==> src/rtl/timepin_pkg.sv <==
package timepin_pkg;

    localparam int TS_W_DEF   = 64;
    localparam int HP_W_DEF   = 32;
    localparam int SYNC_N_DEF = 2;

    typedef enum logic {
        CFG_START = 1'b0,
        CFG_HALF  = 1'b1
    } cfg_addr_e;

    // Next compare time: previous compare plus the zero-extended half-period
    function automatic logic [TS_W_DEF-1:0] advance_edge(
        input logic [TS_W_DEF-1:0] t,
        input logic [HP_W_DEF-1:0] h
    );
        return t + TS_W_DEF'(h);
    endfunction

endpackage

==> src/rtl/timepin_cfg_regs.sv <==
module timepin_cfg_regs
    import timepin_pkg::*;
#(
    parameter int TS_W = TS_W_DEF,
    parameter int HP_W = HP_W_DEF
) (
    input  logic            clk,
    input  logic            rst,
    input  logic            wr_en,
    input  cfg_addr_e       wr_addr,
    input  logic [TS_W-1:0] wr_data,
    output logic [TS_W-1:0] start_time,
    output logic [HP_W-1:0] half_per
);

    always_ff @(posedge clk) begin
        if (rst) begin
            start_time <= '0;
            half_per   <= '0;
        end else if (wr_en) begin
            case (wr_addr)
                CFG_START: start_time <= wr_data;
                CFG_HALF:  half_per   <= wr_data[HP_W-1:0];
                default:   ;
            endcase
        end
    end

endmodule

==> src/rtl/timepin_wave_gen.sv <==
module timepin_wave_gen
    import timepin_pkg::*;
#(
    parameter int TS_W = TS_W_DEF,
    parameter int HP_W = HP_W_DEF
) (
    input  logic            clk,
    input  logic            rst,
    input  logic            out_mode,
    input  logic            cmd_start,
    input  logic            cmd_stop,
    input  logic [TS_W-1:0] time_now,
    input  logic [TS_W-1:0] start_time,
    input  logic [HP_W-1:0] half_per,
    output logic            level,
    output logic            running
);

    typedef struct packed {
        logic            run;
        logic            lvl;
        logic [TS_W-1:0] due;
    } sched_t;

    sched_t st_q;
    logic   arm_ok;
    logic   due_hit;

    assign arm_ok  = out_mode && cmd_start && (start_time > time_now) && (half_per != '0);
    assign due_hit = st_q.run && (time_now >= st_q.due);

    always_ff @(posedge clk) begin
        if (rst || !out_mode || cmd_stop) begin
            st_q <= '0;
        end else if (arm_ok) begin
            st_q.run <= 1'b1;
            st_q.lvl <= 1'b0;
            st_q.due <= start_time;
        end else if (due_hit) begin
            st_q.lvl <= ~st_q.lvl;
            st_q.due <= st_q.due + TS_W'(half_per);
        end
    end

    assign level   = st_q.lvl;
    assign running = st_q.run;

endmodule

==> src/rtl/timepin_edge_cap.sv <==
module timepin_edge_cap
    import timepin_pkg::*;
#(
    parameter int TS_W   = TS_W_DEF,
    parameter int SYNC_N = SYNC_N_DEF
) (
    input  logic            clk,
    input  logic            rst,
    input  logic            cap_mode,
    input  logic            pin_in,
    input  logic [TS_W-1:0] time_now,
    output logic [TS_W-1:0] cap_time
);

    logic [SYNC_N-1:0] sync_q;
    logic              hist_q;
    logic              edge_seen;

    always_ff @(posedge clk) begin
        if (rst) begin
            sync_q <= '0;
            hist_q <= 1'b0;
        end else begin
            sync_q <= {sync_q[SYNC_N-2:0], pin_in};
            hist_q <= sync_q[SYNC_N-1];
        end
    end

    assign edge_seen = sync_q[SYNC_N-1] ^ hist_q;

    always_ff @(posedge clk) begin
        if (rst) begin
            cap_time <= '0;
        end else if (cap_mode && edge_seen) begin
            cap_time <= time_now;
        end
    end

endmodule

==> src/rtl/timepin_sched.sv <==
module timepin_sched
    import timepin_pkg::*;
#(
    parameter int TS_W   = TS_W_DEF,
    parameter int HP_W   = HP_W_DEF,
    parameter int SYNC_N = SYNC_N_DEF
) (
    input  logic            clk,
    input  logic            rst,
    input  logic [TS_W-1:0] time_now,
    input  logic            mode_capture,
    input  logic            cfg_wr,
    input  logic            cfg_addr,
    input  logic [TS_W-1:0] cfg_wdata,
    input  logic            cmd_start,
    input  logic            cmd_stop,
    input  logic            pin_in,
    output logic            pin_out,
    output logic            pin_oe,
    output logic [TS_W-1:0] cap_time
);

    logic [TS_W-1:0] start_time;
    logic [HP_W-1:0] half_per;
    logic            running;
    logic            wave_lvl;

    timepin_cfg_regs #(.TS_W(TS_W), .HP_W(HP_W)) u_regs (
        .clk        (clk),
        .rst        (rst),
        .wr_en      (cfg_wr),
        .wr_addr    (cfg_addr_e'(cfg_addr)),
        .wr_data    (cfg_wdata),
        .start_time (start_time),
        .half_per   (half_per)
    );

    timepin_wave_gen #(.TS_W(TS_W), .HP_W(HP_W)) u_wave (
        .clk        (clk),
        .rst        (rst),
        .out_mode   (!mode_capture),
        .cmd_start  (cmd_start),
        .cmd_stop   (cmd_stop),
        .time_now   (time_now),
        .start_time (start_time),
        .half_per   (half_per),
        .level      (wave_lvl),
        .running    (running)
    );

    timepin_edge_cap #(.TS_W(TS_W), .SYNC_N(SYNC_N)) u_cap (
        .clk      (clk),
        .rst      (rst),
        .cap_mode (mode_capture),
        .pin_in   (pin_in),
        .time_now (time_now),
        .cap_time (cap_time)
    );

    assign pin_out = wave_lvl;
    assign pin_oe  = !mode_capture;

endmodule

==> config.mk <==
export PLATFORM = sky130hd
export DESIGN_NAME = timepin_sched
export DESIGN_NICKNAME = d
export VERILOG_FILES = /design/src/rtl/timepin_pkg.sv /design/src/rtl/timepin_cfg_regs.sv /design/src/rtl/timepin_wave_gen.sv /design/src/rtl/timepin_edge_cap.sv /design/src/rtl/timepin_sched.sv
export SDC_FILE = /design/constraint.sdc
export NUM_CORES = 1
export LEC_CHECK = 0
export BUFFER_PORTS_ARGS = -buffer_cell sky130_fd_sc_hd__buf_2
export CORE_MARGIN = 5
export CORE_UTILIZATION = 37
export CTS_CLUSTER_DIAMETER = 200
export DETAILED_ROUTE_END_ITERATION = 8
export PLACE_DENSITY_LB_ADDON = 0.25
export RECOVER_POWER = 100
export SLEW_MARGIN = 40
export SYNTH_ARGS = -nofsm -noshare
export SYNTH_HDL_FRONTEND = slang
export SYNTH_SLANG_ARGS = --single-unit
==> constraint.sdc <==
create_clock -name clk -period 5.7 [get_ports clk]
set_input_delay 0.855 -clock clk [delete_from_list [all_inputs] [get_ports clk]]
set_output_delay 0.855 -clock clk [all_outputs]
set_load 0.02 [all_outputs]
==> results_dict.tcl, run 1 <==
set metrics [dict create \
    status "complete, but fails checks" \
    violations "capacitance limit, slew limit" \
    routed_via_density 5.32 \
    io_buffers 201 \
    setup_viol 0 \
    crit_type "reg -> reg" \
    routabilityCongestion 0.924 \
    cts_setup_buffers 0 \
    crit_fanout 8 \
    final_common_cell "nand2_1" \
    finalPower_mw 4.10 \
    cts.clk_slew.worst_paths_ns 0.06 \
    max_slew_margin_pct -124 \
    tightest_slew_ns 3.35 \
    clk_path_buf_depth 3 \
    antenna_found_initial 3 \
    layout_common_cells "415 x nand2_1, 288 x a21oi_1, 229 x dfxtp_1" \
    drv_cap 4 \
    synth_edf_count 0 \
    timing.final.ws_setup_ns 1.04 \
    clk_latency_ns 0.55 \
    fp.dieArea_mm2 0.0418 \
    h-tree-depth 1 \
    die_w_um 205 \
    fp.dieH_um 205 \
    maxSlewViolCount 150 \
    synth_cells 1859 \
    cp.arrival_ns 5.14 \
    hold_class "reg -> reg" \
    cts_resized 0 \
    core_mm2 0.0375 \
    cts_tree "yes" \
    yosysSeqAreaShare_pct 32.8 \
    place_ws_ns 1.24 \
    yosysUniqueCellTypes 72 \
    vias 13600 \
    antenna_left 0 \
    grtUsageTotal_pct 20.9 \
    root_buffer "clkbuf_16" \
    power_density_mw_per_mm2 252 \
    drt_iter0_drc 808 \
    worstSetupEndpointType "flop" \
    final_hold_viol_count 0 \
    grt_overflow 0 \
    dp_cells 2494 \
    drive_gt1_share_pct 10.6 \
    wl_per_cell_um 18.0 \
    leakagePower_nw 6.53 \
    cts.sinks 229 \
    ys.flop_type "dfxtp_1" \
    fmax_mhz 215 \
    fin_cells 2550 \
    rsz0062_at_grt "no" \
    tns_ns 0 \
    drt-total-wl_mm 45.8 \
    postCtsHoldBufs 0 \
    max-vdd-ir-drop_uv 180 \
    grt_pass1_vias 12800 \
    synth_seq_cells 229 \
    layout.nets 2312 \
    syn-num-nets 2156 \
    period_share_pct 81.8 \
    yosysWarnings 0 \
    skew_ns 0.0130 \
    pin_count 202 \
    cp-start-kind "flop" \
    rows 71 \
    synth_area_mm2 0.0140 \
    final_core_util_pct 43.4 \
    syn_avg_cell_area_um2 7.53 \
    start_util_pct 37.3 \
    grt_max_degree 69 \
    fin_crit_ns 4.66 \
    fillCellCount 3915 \
    syn_to_final_growth_pct 16.3 \
    cts-buffers-inserted 29 \
    drtPass1Iterations 5 \
    synthArstFlopShare_pct 0 \
    grt_pass1_wl_mm 70.6 \
    cp.required_ns 6.18 \
    drc 0 \
    hpwl_mm 34.8 \
]
[critical path, cell delays in order, from the launching register on]
cell and delay [ns]:
dfxtp_1 0.39, ha_1 0.19, inv_1 0.06, fa_1 0.40
nand2b_1 0.20, a21oi_1 0.38, o211ai_1 0.25, a211oi_1 0.57
nor2_1 0.19, o31ai_1 1.22, nand3_1 0.19, or3_1 0.39
a31oi_1 0.15
[final cells by class]
type | count | area [um^2] | area share, %
flip-flops and latches | 229 | 4580 | 28.2
well taps | 511 | 639 | 3.93
multi-input cells | 1394 | 8470 | 52.0
inverters | 142 | 533 | 3.27
clock buffers | 40 | 817 | 5.02
repair buffers | 219 | 1040 | 6.36
diodes | 2 | 5.00 | 0.0307
clock inverters | 13 | 201 | 1.24
[synthesized netlist by cell type, types with 11 or more instances]
| cell | count | area, um^2 |
|---|---|---|
| a211oi_1 | 15 | 113 |
| a21oi_1 | 287 | 1440 |
| buf_1 | 13 | 48.8 |
| xor2_1 | 11 | 96.3 |
| inv_1 | 142 | 533 |
| o21ai_0 | 83 | 415 |
| nor3_1 | 22 | 110 |
| ha_1 | 160 | 2000 |
| a31oi_1 | 18 | 113 |
| a21o_1 | 25 | 188 |
| clkbuf_1 | 62 | 233 |
| nor2_1 | 70 | 263 |
| buf_2 | 16 | 80.1 |
| nand2_1 | 416 | 1560 |
| xnor2_1 | 34 | 298 |
| nand3_1 | 40 | 200 |
| dfxtp_1 | 229 | 4580 |
| nor4_1 | 18 | 113 |
| nor2b_1 | 12 | 75.1 |
| nand4_1 | 43 | 269 |
[worst paths after layout]
| kind | slack, ns | cells past startpoint | endpoint | startpoint |
|---|---|---|---|---|
| worst min-delay path | 0.44 | 1 | u_cap.sync_q[1] | u_cap.sync_q[0] |
| worst min register to register | 0.44 | 1 | u_cap.sync_q[1] | u_cap.sync_q[0] |
| worst max-delay path | 1.04 | 12 | u_wave.st_q[62] | u_wave.st_q[0] |
| worst max register to register | 1.04 | 12 | u_wave.st_q[62] | u_wave.st_q[0] |
[cells by family (layout without fill, tap and decap cells)]
logic type,after synthesis,count (layout),share of synthesized area (%)
compound gates,503,503,20.9
xor+xnor,45,45,2.82
fa+ha+maj,161,161,14.4
buf+inv,236,414,6.61
flops,229,229,32.8
mux,11,11,0.840
other cells,0,2,0
simple gates,674,674,21.6
[per-stage QoR]
| stage | area, um^2 | hold slack, ns |
|---|---|---|
| 2_1_floorplan | 14000 | 0.414 |
| 3_3_place_gp | 15400 | 0.428 |
| 3_5_place_dp | 15400 | 0.430 |
| 4_1_cts | 16400 | 0.443 |
| 5_1_grt | 16300 | 0.463 |
| 6_report | 16300 | 0.437 |
[flip-flops by register name, indices dropped and copies added (netlist names)]
signal             cells
u_cap.cap_time        64
u_cap.hist_q           1
u_cap.sync_q           2
u_regs.half_per       32
u_regs.start_time     64
u_wave.level           1
u_wave.running         1
u_wave.st_q           64
[layer usage]
metal	global-route usage [%]	share of wire [%]	vias to the layer above
li1	-	-	6759
met1	28.6	45	6411
met2	34.5	46	351
met3	3.69	6.3	53
met4	5.05	1.9	2
met5	0	0.028	-
[power breakdown]
group	switching, mW	leakage, nW	internal, mW	total [mW]
Combinational	0.284	4.17	0.160	0.444
Clock	0.741	0.497	1.22	1.97
Sequential	0.0421	1.86	1.65	1.69
Power figures use the tool's default switching activity.
==> run 2: changes to the inputs <==
clock period = 4.2 ns   (was 5.7 ns; I/O delays follow)
==> run 2 against run 1 <==
Effect of this change:
- the flow still finishes with violations (capacitance limit, slew limit)
- final area is 0.12% higher
- routed wire length is 0.13% lower
- sequential power is 36% higher
- sequential cell count stayed put
- clock-buffer cell count is 4 lower
- maximum frequency is 26% higher
- global-route usage hardly changed
- critical endpoint unchanged
==> results_dict.tcl, run 2 (same netlist as run 1, synthesis figures left out) <==
set metrics [dict create \
    layout.nets 2317 \
    grtUsageMet3_pct 3.82 \
    status "complete, but fails checks" \
    multi_input_area_mm2 0.00847 \
    routed_via_density 5.29 \
    max_slew_margin_pct -46.9 \
    final_common_cell "nand2_1" \
    wl_per_cell_um 17.9 \
    violations "capacitance limit, slew limit" \
    io_buffers 201 \
    gr-max-usage-layer "met2" \
    final_hold_viol_count 0 \
    syn_to_final_growth_pct 16.5 \
    p_int_mw 4.06 \
    root_buffer "clkbuf_16" \
    cp.arrival_ns 4.16 \
    hpwl_mm 35.4 \
    skew_ns 0.0164 \
    cts_resized 0 \
    pwr-share-seq_pct 41.8 \
    postCtsHoldBufs 0 \
    grt_pass1_wl_mm 70.5 \
    vias 13500 \
    grtUsageTotal_pct 21.0 \
    die_w_um 205 \
    drive_gt1_share_pct 10.9 \
    fp.dieArea_mm2 0.0418 \
    rows 71 \
    cts-buffers-inserted 27 \
    seq_area_mm2 0.00458 \
    finalPower_mw 5.49 \
    clock_power_share_pct 47.2 \
    drt_iter0_drc 859 \
    cts.clk_slew.worst_paths_ns 0.06 \
    antenna_left 0 \
    crit_type "reg -> reg" \
    fin_crit_ns 3.69 \
    grt_pass1_vias 12700 \
    antenna_found_initial 1 \
    grt_max_degree 107 \
    top_regs "u_cap.cap_time x64, u_regs.start_time x64, u_wave.st_q x64" \
    cts.sinks 229 \
    maxSlewViolCount 189 \
    cts_setup_buffers 0 \
    period_share_pct 87.9 \
    rsz0062_at_grt "no" \
    pwr-share-comb_pct 11.0 \
    routabilityCongestion 0.902 \
    fillCellCount 3938 \
    crit_fanout 8 \
    p_sw_mw 1.43 \
    fp.dieH_um 205 \
    hold_class "in -> reg" \
    power_density_mw_per_mm2 337 \
    drt-total-wl_mm 45.7 \
    cp.required_ns 4.67 \
    h-tree-depth 1 \
    grt_overflow 0 \
    worstSetupEndpointType "flop" \
    drv_cap 3 \
    setup_viol 0 \
    gr-usage-met1_pct 28.4 \
    cp-start-kind "flop" \
    layout_common_cells "415 x nand2_1, 288 x a21oi_1, 229 x dfxtp_1" \
    pin_count 202 \
    start_util_pct 37.3 \
    fmax_mhz 271 \
    use_met2_pct 34.3 \
    core_mm2 0.0375 \
    tns_ns 0 \
    leakagePower_nw 6.58 \
    clk_path_buf_depth 3 \
    switching_share_pct 26.0 \
    drc 0 \
    max-vdd-ir-drop_uv 245 \
    drtPass1Iterations 6 \
    clk_latency_ns 0.55 \
    tightest_slew_ns 2.20 \
    cts_tree "yes" \
]
## run 2: per-stage QoR
| stage | hold WS (ns) | cells | setup slack (ns) | cell area [um^2] | utilization (%) |
|---|---|---|---|---|---|
| after global placement | 0.440 | 2502 | 0.604 | 15500 | 41.3 |
| after floorplan | 0.414 | 1859 | 1.23 | 14000 | - |
| after CTS | 0.291 | 2551 | 0.778 | 16500 | 43.9 |
| after global routing | 0.301 | 2551 | 0.296 | 16300 | 43.5 |
| after detailed placement | 0.443 | 2502 | 0.517 | 15500 | 41.3 |
| final | 0.320 | 2552 | 0.510 | 16300 | 43.5 |
## run 2: power groups by stage
stage	Sequential (mW)	Combinational (mW)	Clock [mW]
6_report	2.29	0.602	2.59
5_1_grt	2.30	0.682	2.73
4_1_cts	2.29	0.614	2.66
3_5_place_dp	2.34	0.610	0
3_3_place_gp	2.34	0.596	0
2_1_floorplan	2.34	0.346	0
## run 2: area by class of cell
class | count | share of cell area [%]
Antenna cell | 1 | 0.0154
Clock buffer | 36 | 4.78
Clock inverter | 13 | 1.23
Inverter | 142 | 3.27
Multi-Input combinational cell | 1394 | 52.0
Sequential cell | 229 | 28.1
Tap cell | 511 | 3.92
Timing Repair Buffer | 226 | 6.69
## run 2: path summary, 6_finish.rpt
check                     startpoint                     to  slack, ns  cells past startpoint
setup / recovery      u_wave.st_q[0]        u_wave.st_q[62]       0.51                     12
hold / removal         cfg_wdata[43]  u_regs.start_time[43]       0.32                      3
setup reg to reg      u_wave.st_q[0]        u_wave.st_q[62]       0.51                     12
hold reg to reg   u_cap.cap_time[40]     u_cap.cap_time[40]       0.45                      2
## run 2: critical path, stage by stage, from the launching register on
cell and delay [ns]:
dfxtp_1 0.38, ha_1 0.19, inv_1 0.06, fa_1 0.38, nand2b_1 0.20, a21oi_1 0.35
o211ai_1 0.24, a211oi_1 0.41, nor2_1 0.19, o31ai_4 0.51, nand3_1 0.15, or3_1 0.38
a31oi_1 0.17
## run 2: metal layers
| layer | routed length [um] | vias up |
|---|---|---|
| li1 | - | 6792 |
| met1 | 21000 | 6282 |
| met2 | 20600 | 361 |
| met3 | 2940 | 56 |
| met4 | 1240 | 0 |
| met5 | 0 | - |
==> run 3: changes to the inputs <==
CORE_ASPECT_RATIO = 1.4   (was unset)
==> run 3 against run 2 <==
Effect of this change:
- the run still ends with capacitance limit, slew limit left
- die area grew 0.13%
- sequential share of layout area grew 0.052 points
- cell count shrank 1.5%
- critical path depth shrank 1
- clock-buffer cell count shrank 2
- worst hold slack lost 0.033 ns
- sequential power is essentially flat
- via count grew 0.86%
- clock skew shrank 0.0025 ns
- highest routed layer unchanged
==> results_dict.tcl, run 3 (same netlist as run 1, synthesis figures left out) <==
set metrics [dict create \
    vias 13600 \
    clk_path_buf_depth 3 \
    power_density_mw_per_mm2 338 \
    antenna_found_initial 0 \
    reg2reg_slack_ns 0.43 \
    root_buffer "clkbuf_16" \
    max-vdd-ir-drop_uv 329 \
    gr-usage-met1_pct 23.0 \
    cts_resized 0 \
    rows 84 \
    pin_count 202 \
    h-tree-depth 1 \
    routed_via_density 5.41 \
    min_path_cells 2 \
    grt_pass1_vias 13400 \
    cp-start-kind "flop" \
    cts_setup_buffers 0 \
    final_hold_viol_count 0 \
    antenna_cells 0 \
    tightest_slew_ns 2.01 \
    path_common_cell "a21oi_1" \
    core_mm2 0.0375 \
    worst-path-buf-inv 1 \
    layout.nets 2317 \
    die_w_um 174 \
    fmax_mhz 265 \
    tns_ns 0 \
    max_slew_margin_pct -33.9 \
    finalPower_mw 5.50 \
    gr-max-usage-layer "met2" \
    final_core_util_pct 43.4 \
    final_common_cell "nand2_1" \
    antenna_left 0 \
    drt_iter0_drc 709 \
    maxSlewViolCount 255 \
    timing.final.ws_setup_ns 0.433 \
    drc 0 \
    cts.clk_slew.worst_paths_ns 0.06 \
    crit_fanout 62 \
    fp.dieArea_mm2 0.0419 \
    hold_class "in -> reg" \
    drv_cap 4 \
    period_share_pct 89.7 \
    place_ws_ns 0.527 \
    postCtsHoldBufs 0 \
    cts-buffers-inserted 27 \
    cts_tree "yes" \
    leakagePower_nw 6.58 \
    r2r-start "u_regs.start_time[14]" \
    cp.required_ns 4.67 \
    grt_overflow 0 \
    grt_pass1_wl_mm 71.1 \
    top_regs "u_cap.cap_time x64, u_regs.start_time x64, u_wave.st_q x64" \
    start_util_pct 37.3 \
    fin_cells 2513 \
    cts.sinks 229 \
    crit_slowest_cell "clkbuf_2" \
    io_buffers 201 \
    status "complete, but fails checks" \
    rr_endpoint "u_wave.st_q[59]" \
    setup_viol 0 \
    rsz0062_at_grt "no" \
    grtUsageMet3_pct 2.58 \
    critPathMaxStageDelay_ns 0.92 \
    reg2reg_depth 11 \
    hpwl_mm 36.0 \
    crit_type "reg -> reg" \
    cp.arrival_ns 4.24 \
    drive_gt1_share_pct 11.1 \
    dp_cells 2464 \
    worstHoldEndpoint "u_cap.sync_q[0]" \
    layout_common_cells "416 x nand2_1, 287 x a21oi_1, 229 x dfxtp_1" \
    fp.dieH_um 240 \
    syn_to_final_growth_pct 16.3 \
    routabilityCongestion 0.927 \
    clk_latency_ns 0.56 \
    grtUsageTotal_pct 21.1 \
    wl_per_cell_um 18.4 \
    drt-total-wl_mm 46.1 \
    drtPass1Iterations 5 \
    fin_crit_ns 3.77 \
    holdCritStartpoint "pin_in" \
    violations "capacitance limit, slew limit" \
    grt_max_degree 93 \
    worstSetupEndpointType "flop" \
    crit_chain "ha_1, a21oi_1, nand2_1, a21oi_1, or4b_1, a211oi_2, a211o_2, clkbuf_2, nand3_1, mux2_1, o21ai_2" \
    path_delay_family "compound AO/OA/AOI/OAI gates" \
    skew_ns 0.0139 \
    use_met2_pct 41.4 \
]
-- run 3: layer usage --
metal,routed length [um],up-vias
li1,-,6773
met1,17800,6412
met2,24500,334
met3,2070,88
met4,1720,0
met5,0,-
-- run 3: layout make-up --
cell class | instances | area (um^2)
tap | 473 | 592
clock inverter | 15 | 240
timing repair buffer | 226 | 1100
fill | 3879 | 21200
inverter | 142 | 533
sequential | 229 | 4580
multi-input combinational | 1394 | 8480
clock buffer | 34 | 742
-- run 3: worst max path at each step --
stage                               start         endpoint  slack, ns  depth (start not counted)
floorplan                     time_now[1]   u_wave.st_q[1]       1.23                         12
global placement             time_now[43]  u_wave.st_q[62]       0.57                         11
detailed placement           time_now[45]  u_wave.st_q[62]       0.53                         11
CTS                    u_regs.half_per[0]  u_wave.st_q[54]       0.67                         12
global route           u_regs.half_per[0]  u_wave.st_q[46]       0.26                         12
finish              u_regs.start_time[14]  u_wave.st_q[59]       0.43                         11
-- run 3: power by group --
group | internal, mW | switching [mW]
registers | 2.24 | 0.0608
logic | 0.216 | 0.380
clock network | 1.62 | 0.989
total | 4.07 | 1.43
-- run 3: stage by stage --
stage               hold slack, ns  cell area (um^2)
detailed placement           0.443             15500
finish                       0.288             16300
floorplan                    0.414             14000
global placement             0.439             15400
global route                 0.287             16300
CTS                          0.263             16400
